[config.mk]
export PLATFORM = sky130hd
export DESIGN_NAME = rtu_gap_framer
export DESIGN_NICKNAME = d
export VERILOG_FILES = /design/src/rtl/rtu_gap_pkg.sv /design/src/rtl/rtu_gap_timer.sv /design/src/rtl/rtu_gap_fsm.sv /design/src/rtl/rtu_gap_hold.sv /design/src/rtl/rtu_gap_framer.sv
export SDC_FILE = /design/constraint.sdc
export NUM_CORES = 1
export LEC_CHECK = 0
export ABC_CLOCK_PERIOD_IN_PS = 3000
export BUFFER_PORTS_ARGS = -buffer_cell sky130_fd_sc_hd__buf_2
export CORE_UTILIZATION = 55
export DETAILED_ROUTE_END_ITERATION = 10
export PLACE_DENSITY = 0.76
export SLEW_MARGIN = 30
export SYNTH_ARGS = -nofsm -noshare
export SYNTH_HDL_FRONTEND = slang
export SYNTH_HIERARCHICAL = 1
export SYNTH_SLANG_ARGS = --single-unit
[constraint.sdc]
create_clock -name clk -period 3 [get_ports clk]
set_input_delay 0.3 -clock clk [delete_from_list [all_inputs] [get_ports clk]]
set_output_delay 0.3 -clock clk [all_outputs]
set_load 0.05 [all_outputs]
[src/rtl/rtu_gap_pkg.sv]
package rtu_gap_pkg;
   typedef enum logic [1:0] {
      ST_HUNT = 2'd0,
      ST_IDLE = 2'd1,
      ST_OPEN = 2'd2,
      ST_BAD  = 2'd3
   } gap_state_e;

   function automatic int unsigned gap_cycles(input int unsigned clk_hz,
                                              input int unsigned baud,
                                              input int unsigned half_chars);
      return ((clk_hz / baud) * 11 * half_chars) / 2;
   endfunction
endpackage

[src/rtl/rtu_gap_timer.sv]
module rtu_gap_timer #(
   parameter int unsigned T15_CYC = 33,
   parameter int unsigned T35_CYC = 77,
   parameter int unsigned CNT_W   = 7
) (
   input  logic clk,
   input  logic rst_n,
   input  logic strobe,
   output logic gap_long,
   output logic silence_hit
);
   logic [CNT_W-1:0] idle_cnt;

   always_ff @(posedge clk or negedge rst_n) begin
      if (!rst_n)
         idle_cnt <= '0;
      else if (strobe)
         idle_cnt <= '0;
      else if (idle_cnt < CNT_W'(T35_CYC))
         idle_cnt <= idle_cnt + 1'b1;
   end

   assign gap_long    = idle_cnt > CNT_W'(T15_CYC);
   assign silence_hit = !strobe && (idle_cnt == CNT_W'(T35_CYC - 1));

   p_cnt_bound_r1: assert property (@(posedge clk) disable iff (!rst_n)
      idle_cnt <= CNT_W'(T35_CYC));
   p_strobe_restart_r9: assert property (@(posedge clk) disable iff (!rst_n)
      strobe |=> !silence_hit);
endmodule

[src/rtl/rtu_gap_fsm.sv]
module rtu_gap_fsm
   import rtu_gap_pkg::*;
(
   input  logic clk,
   input  logic rst_n,
   input  logic strobe,
   input  logic gap_long,
   input  logic silence_hit,
   output logic load_first,
   output logic push,
   output logic close,
   output logic sof,
   output logic eof,
   output logic frame_err
);
   gap_state_e state, state_nx;
   logic       err_nx;

   always_comb begin
      state_nx   = state;
      err_nx     = frame_err;
      load_first = 1'b0;
      push       = 1'b0;
      close      = 1'b0;
      if (strobe) begin
         unique case (state)
            ST_IDLE: begin
               load_first = 1'b1;
               err_nx     = 1'b0;
               state_nx   = ST_OPEN;
            end
            ST_OPEN: begin
               if (gap_long) begin
                  err_nx   = 1'b1;
                  state_nx = ST_BAD;
               end else begin
                  push = 1'b1;
               end
            end
            default: state_nx = state;
         endcase
      end else if (silence_hit) begin
         close    = (state == ST_OPEN);
         state_nx = ST_IDLE;
      end
   end

   always_ff @(posedge clk or negedge rst_n) begin
      if (!rst_n) begin
         state     <= ST_HUNT;
         sof       <= 1'b0;
         eof       <= 1'b0;
         frame_err <= 1'b0;
      end else begin
         state     <= state_nx;
         sof       <= load_first;
         eof       <= silence_hit && (state == ST_OPEN || state == ST_BAD);
         frame_err <= err_nx;
      end
   end

   p_eof_once_r5: assert property (@(posedge clk) disable iff (!rst_n)
      eof |=> !eof);
   p_sof_after_strobe_r3: assert property (@(posedge clk) disable iff (!rst_n)
      sof |-> $past(strobe));
   p_sof_clears_err_r8: assert property (@(posedge clk) disable iff (!rst_n)
      sof |-> !frame_err);
   p_controls_onehot_r6: assert property (@(posedge clk) disable iff (!rst_n)
      $onehot0({load_first, push, close}));
endmodule

[src/rtl/rtu_gap_hold.sv]
module rtu_gap_hold #(
   parameter int unsigned DATA_W = 8
) (
   input  logic              clk,
   input  logic              rst_n,
   input  logic [DATA_W-1:0] in_data,
   input  logic              load_first,
   input  logic              push,
   input  logic              close,
   output logic              out_valid,
   output logic [DATA_W-1:0] out_data,
   output logic              out_last
);
   logic [DATA_W-1:0] held;

   always_ff @(posedge clk or negedge rst_n) begin
      if (!rst_n) begin
         held      <= '0;
         out_valid <= 1'b0;
         out_data  <= '0;
         out_last  <= 1'b0;
      end else begin
         out_valid <= push || close;
         out_last  <= close;
         if (push || close)
            out_data <= held;
         if (load_first || push)
            held <= in_data;
      end
   end

   p_last_is_valid_r6: assert property (@(posedge clk) disable iff (!rst_n)
      out_last |-> out_valid);
endmodule

[src/rtl/rtu_gap_framer.sv]
module rtu_gap_framer
   import rtu_gap_pkg::*;
#(
   parameter int unsigned DATA_W  = 8,
   parameter int unsigned CLK_HZ  = 50_000_000,
   parameter int unsigned BAUD    = 9600,
   parameter int unsigned T15_CYC = gap_cycles(CLK_HZ, BAUD, 3),
   parameter int unsigned T35_CYC = gap_cycles(CLK_HZ, BAUD, 7)
) (
   input  logic              clk,
   input  logic              rst_n,
   input  logic              rx_valid,
   input  logic [DATA_W-1:0] rx_data,
   output logic              out_valid,
   output logic [DATA_W-1:0] out_data,
   output logic              out_last,
   output logic              sof,
   output logic              eof,
   output logic              frame_err
);
   localparam int unsigned CNT_W = $clog2(T35_CYC + 1);

   if (T35_CYC <= T15_CYC + 1) begin : g_bad_thresholds
      $error("rtu_gap_framer: T35_CYC must exceed T15_CYC + 1");
   end
   if (T15_CYC == 0) begin : g_bad_t15
      $error("rtu_gap_framer: T15_CYC must be nonzero");
   end

   logic gap_long, silence_hit;
   logic load_first, push, close;

   rtu_gap_timer #(
      .T15_CYC(T15_CYC),
      .T35_CYC(T35_CYC),
      .CNT_W  (CNT_W)
   ) u_timer (
      .clk        (clk),
      .rst_n      (rst_n),
      .strobe     (rx_valid),
      .gap_long   (gap_long),
      .silence_hit(silence_hit)
   );

   rtu_gap_fsm u_fsm (
      .clk        (clk),
      .rst_n      (rst_n),
      .strobe     (rx_valid),
      .gap_long   (gap_long),
      .silence_hit(silence_hit),
      .load_first (load_first),
      .push       (push),
      .close      (close),
      .sof        (sof),
      .eof        (eof),
      .frame_err  (frame_err)
   );

   rtu_gap_hold #(.DATA_W(DATA_W)) u_hold (
      .clk       (clk),
      .rst_n     (rst_n),
      .in_data   (rx_data),
      .load_first(load_first),
      .push      (push),
      .close     (close),
      .out_valid (out_valid),
      .out_data  (out_data),
      .out_last  (out_last)
   );

   p_no_fwd_on_err_r4: assert property (@(posedge clk) disable iff (!rst_n)
      out_valid |-> !frame_err);
   p_last_with_eof_r6: assert property (@(posedge clk) disable iff (!rst_n)
      out_last |-> eof);
   p_sof_eof_apart_r3: assert property (@(posedge clk) disable iff (!rst_n)
      !(sof && eof));
endmodule

Yosys cells after proc, flatten, opt, wreduce, memory -nomap -nowiden
Index checks and enable logic that the tools add are counted.

Flip-flop bits (word level): 41. Output and inout port bits: 13. Bits of input ports: 11. Word-level logic and storage cells: 45.

Reductions and logical operators: 11. Equality and inequality tests: 7. $lt $le $gt $ge: 2. $add $sub $neg: 1. Multiplexer cells: 15.

Operators with widths (count): $mux 18 (2); $add 18x1->18 const B (1); $eq 18x18->1 const B (1); $gt 18x17->1 const B (1); $lt 18x18->1 const B (1); $mux 1 (8); $mux 2 (3); $reduce_and 3->1 (2); $reduce_bool 2->1 (3); $eq 2x2->1 const B (2); $pmux 2 s2 (1); $logic_or 1x1->1 (3); $ne 3x1->1 const B (1); $ne 3x3->1 const B (1); $eq 2x1->1 const B (1); $logic_and 1x1->1 (2); $ne 2x2->1 const B (1); $pmux 1 s2 (1); $logic_not 1->1 (1).

Longest topological paths before layout
Word-level depth: 5. Gate-level depth with buffers: 8. Depth with buffers taken out: 8.

Hierarchy
Netlist, hierarchy kept.

Modules (own cells, without submodules): rtu_gap_timer (cells each 139, instances 1, seq. area each 450.4 um^2, area each 1288.7 um^2); rtu_gap_hold (cells each 37, instances 1, seq. area each 450.4 um^2, area each 656.9 um^2); rtu_gap_fsm (cells each 18, instances 1, seq. area each 125.1 um^2, area each 212.7 um^2).

Least setup slack after synthesis
Ideal clock, no wire load.

Path kind: register to register. Start point: register u_timer.idle_cnt[13]. End point: register u_hold.held[0]. Data arrival time: 2100 ps. Data required time: 2875 ps. Buffers on the path: 0. Period minus slack after synthesis: 2224 ps. Setup time: 125 ps. Cell stages (with the launch flop): 8. Setup slack: 776 ps. Path through: dfrtp_1 -> or3_1 -> nor3_1 -> and4_1 -> a21oi_1 -> nor4b_2 -> nor2_4 -> mux2_2.

Cells in the longest elaborated chain, start to end: 5.

RTL lines: from (decl) (RTL line rtu_gap_timer.sv:12) `logic [CNT_W-1:0] idle_cnt;`; from (signal assigned) (RTL line rtu_gap_timer.sv:20) `idle_cnt <= idle_cnt + 1'b1;`; $gt 18x17->1 (RTL line rtu_gap_timer.sv:23) `assign gap_long = idle_cnt > CNT_W'(T15_CYC);`; via gap_long (RTL line rtu_gap_framer.sv:30) `logic gap_long, silence_hit;`; $mux 1 (RTL line rtu_gap_fsm.sv:33) `if (gap_long) begin`; $mux 1 (RTL line rtu_gap_fsm.sv:26) `unique case (state)`; $mux 1 (RTL line rtu_gap_fsm.sv:25) `if (strobe) begin`; via push (RTL line rtu_gap_framer.sv:31) `logic load_first, push, close;`; $logic_or 1x1->1 (RTL line rtu_gap_hold.sv:27) `if (load_first || push)`; to (signal assigned) (RTL line rtu_gap_hold.sv:28) `held <= in_data;`; to (decl) (RTL line rtu_gap_hold.sv:14) `logic [DATA_W-1:0] held;`.

The timed path passes the listed nets, and every way through them passes these cells. A chain may end at the register's enable or synchronous reset.

Final worst setup path
Start point: register u_timer.idle_cnt[14]. End point: register u_hold.out_data[5].

Cells in the longest elaborated chain, start to end: 5. Elaborated cells on any way between the ends: 9. Classes of those cells: 1 x order compare; 1 x eq/ne; 5 x mux; 2 x reduce/logical.

RTL lines: $eq 18x18->1 (RTL line rtu_gap_timer.sv:24) `assign silence_hit = !strobe && (idle_cnt == CNT_W'(T35_CYC - 1));`; $logic_and 1x1->1 (RTL line rtu_gap_timer.sv:24); via silence_hit (RTL line rtu_gap_framer.sv:30); $mux 1 (RTL line rtu_gap_fsm.sv:42) `end else if (silence_hit) begin`; $mux 1 (RTL line rtu_gap_fsm.sv:25); via close (RTL line rtu_gap_framer.sv:31); $logic_or 1x1->1 (RTL line rtu_gap_hold.sv:25) `if (push || close)`; to (signal assigned) (RTL line rtu_gap_hold.sv:26) `out_data <= held;`; to (decl) (RTL line rtu_gap_hold.sv:11) `output logic [DATA_W-1:0] out_data,`.

The timed path passes the listed nets, and every way through them passes these cells.

==> impl_results.md <==
* Initial Util at 58.1%
* Number of flops mapped to enable cells by yosys at 0
* CP cell instances: or4_4, nor4b_1, and2_1, and3_1, nor2_4, mux2_2
* Die X at 64.6 µm
* Sequential cell area fraction in the yosys report at 47.5%
* Die height at 64.6 µm
* Post-route ant nets at 0
* Clk_skew at 0.00471 ns
* CTS tree: built
* Max VDD drop at 0.000466 V
* Final period util at 85.2%
* Main synth FF type: dfrtp_1
* Largest stage delay, worst path at 0.55 ns
* CTS Hold Buffers Added at 0
* # nets final at 228
* Area post-placement at 0.00228 mm²
* Vias in the first global route at about 1.6k
* Synth warn at 6
* CTS Root Cell: clkbuf_8
* Failing checks: negative hold slack
* Relative slew margins at just over 50%
* # IOs at 24
* Tot GR Track Use at 22.8%
* Final wirelength at 4210 µm
* Tightest Pin Transition at 0.720 ns
* Slowest-stage cell, CP: or4_4
* Design Area, Final at 0.00242 mm²
* Clk buf depth at 2
* Num CTS Buffers at 5
* Post_cts resized at 0
* Total core area at 0.00372 mm²
* Mapped Area at ~0.0022 mm²
* Shortest period the worst path allows at between 2 and 3 ns
* Buf/Inv on CP at 0
* Via/cell ratio at a little over 6
* First-pass GRT wire length at 7220 µm
* Hold Crit Class: in -> async
* Clock latency on the worst-skew pair at ~0.30 ns
* Final WS setup at 0.445 ns
* PortBufs at 23
* CP Launch Type: flop
* Antenna cells at 0
* Post-CTS Setup Inserts at 0
* Share of layout cells above drive strength 1 at 29.6%
* Row Count at 22
* Syn Inst Count at 194
* Vias at 1619
* # setup viols final at 0
* Most frequent cells in the layout: dfrtp_1, buf_2, mux2_2
* Setup TNS at 0 ns
* Count of pins over their slew limit at 0
* Full die area at around 0.0042 mm²
* CP max FO at 9
* Pwr/cell area at 684 mW/mm²
* FFs w/ async S/R, synth at 100%
* Number of filler instances in the final layout at 298
* H-tree Lvls at 2
* Largest net degree at the start of global routing at 42
* Remaining DRCs at 0
* Post-synth cell types at 42
* Clk sinks at between 40 and 50
* Crit end category: flop
* Outcome: finished, violations left
* Mapped Avg Cell Area at 11.1 µm²
* Final Hold Fails at 41
* Commonest non-fill, non-tap cell in the layout: dfrtp_1
* Worst EP arrival at 2.74 ns
* GRT overflow at 0
* DRT iter0 DRCs at 133
* Placed wire-length estimate at ~2900 µm
* Area growth from synthesis to layout at 12.3%
* Clock transition at path regs at 0.08 ns
* CP Class: reg -> reg
* Drt wl/cell at 16.0 µm
* CP required at 3.18 ns
* Synthesized flop and latch total at 41
* Initial antenna violation count at 0
* DR pass1 iterations at 4
* Post-Syn Nets at 207
* CP top delay family: simple AND/OR/NAND/NOR gates
* GP Congestion at 0.807
* Hold slack at -0.0324 ns
* Max Freq at 391 MHz
* Worst slack at placement at between 0.4 and 0.5 ns
* Max_cap viols at 0
* Lkg Pwr at 1.06 nW
* RSZ-0062 raised after global routing: false
-- cell type report --
class                      count  area [µm²]  area share, %
clock buffer                   5        68.8           2.84
clock inverter                 3        68.8           2.84
inverter                       5        18.8          0.774
multi-input combinational    138        1060           43.6
sequential                    41        1030           42.3
tap                           48        60.1           2.48
timing repair buffer          24         125           5.16
-- report_power, final --
group / switching (mW) / internal (mW)
clock network: 0.197 / 0.335
logic: 0.299 / 0.133
registers: 0.0479 / 0.647
total: 0.545 / 1.11
-- synthesized netlist by cell type, types with 2 or more instances --
cell type  count  area share, %
dfrtp_1       41             48
mux2_2        22             11
a21oi_1       12            2.8
nor2_1        12            2.1
nor2b_1       12            3.5
nand3_1        9            2.1
and4_1         7            2.8
nand2_1        6            1.0
clkbuf_1       5           0.87
inv_1          5           0.87
mux2_1         4            2.1
o31ai_1        4            1.4
or4_1          4            1.4
and3_1         3           0.87
buf_2          3           0.70
nand4_1        3           0.87
nand4b_1       3            1.2
nor3_1         3           0.70
nor4_1         3           0.87
o21ai_0        3           0.70
a31oi_1        2           0.58
and2_1         2           0.58
buf_6          2            1.0
ha_1           2            1.2
nand2b_1       2           0.58
nor2_4         2            1.0
nor4_2         2            1.2
nor4_4         2            2.0
-- flip-flops by register name, summed over array words and instances (netlist names) --
name,flops
u_timer/idle_cnt,18
u_hold/held,8
u_hold/out_data,8
u_fsm/state,2
u_fsm/eof,1
u_fsm/frame_err,1
u_fsm/sof,1
u_hold/out_last,1
u_hold/out_valid,1
-- cell families (layout without fill, tap and decap cells) --
group                    count (synthesis)  count (layout)  share of synthesized area, %
AO/OA/AOI/OAI                           26              26                          7.42
adder cells (fa/ha/maj)                  2               2                          1.16
buffers and inverters                   15              37                          3.48
flip-flops                              41              41                          47.5
multiplexers                            27              27                          14.0
AND/OR/NAND/NOR                         83              83                          26.4
-- per-layer routing --
layer / track usage [%] / vias up / routed length, µm
met2: 37.0 / 45 / 2130
met4: 8.61 / 0 / 67
met3: 5.11 / 8 / 185
li1: - / 761 / -
met1: 29.7 / 805 / 1830
met5: 0 / - / 0
-- through the flow --
step	power (mW)	cells	utilization, %
after floorplan	1.03	194	-
after global placement	1.12	256	61.5
after detailed placement	1.14	256	61.5
after CTS	1.67	264	65.2
after global routing	1.73	264	65.3
final	1.66	264	65.3
-- path summary, 6_finish.rpt --
check                                     startpoint                    to  slack [ns]  cells past startpoint
worst max-delay path            u_timer/idle_cnt[14]    u_hold/out_data[5]        0.45                      6
worst min-delay path                           rst_n  u_timer/idle_cnt[10]       -0.03                      1
worst max register to register  u_timer/idle_cnt[14]    u_hold/out_data[5]        0.45                      6
worst min register to register    u_hold/out_data[0]    u_hold/out_data[0]        0.50                      1
max in group asynchronous                      rst_n    u_hold/out_data[1]        2.68                      1
min in group clk                          rx_data[2]        u_hold/held[2]        0.23                      2
Note: power is estimated with default switching activity, not from simulation.
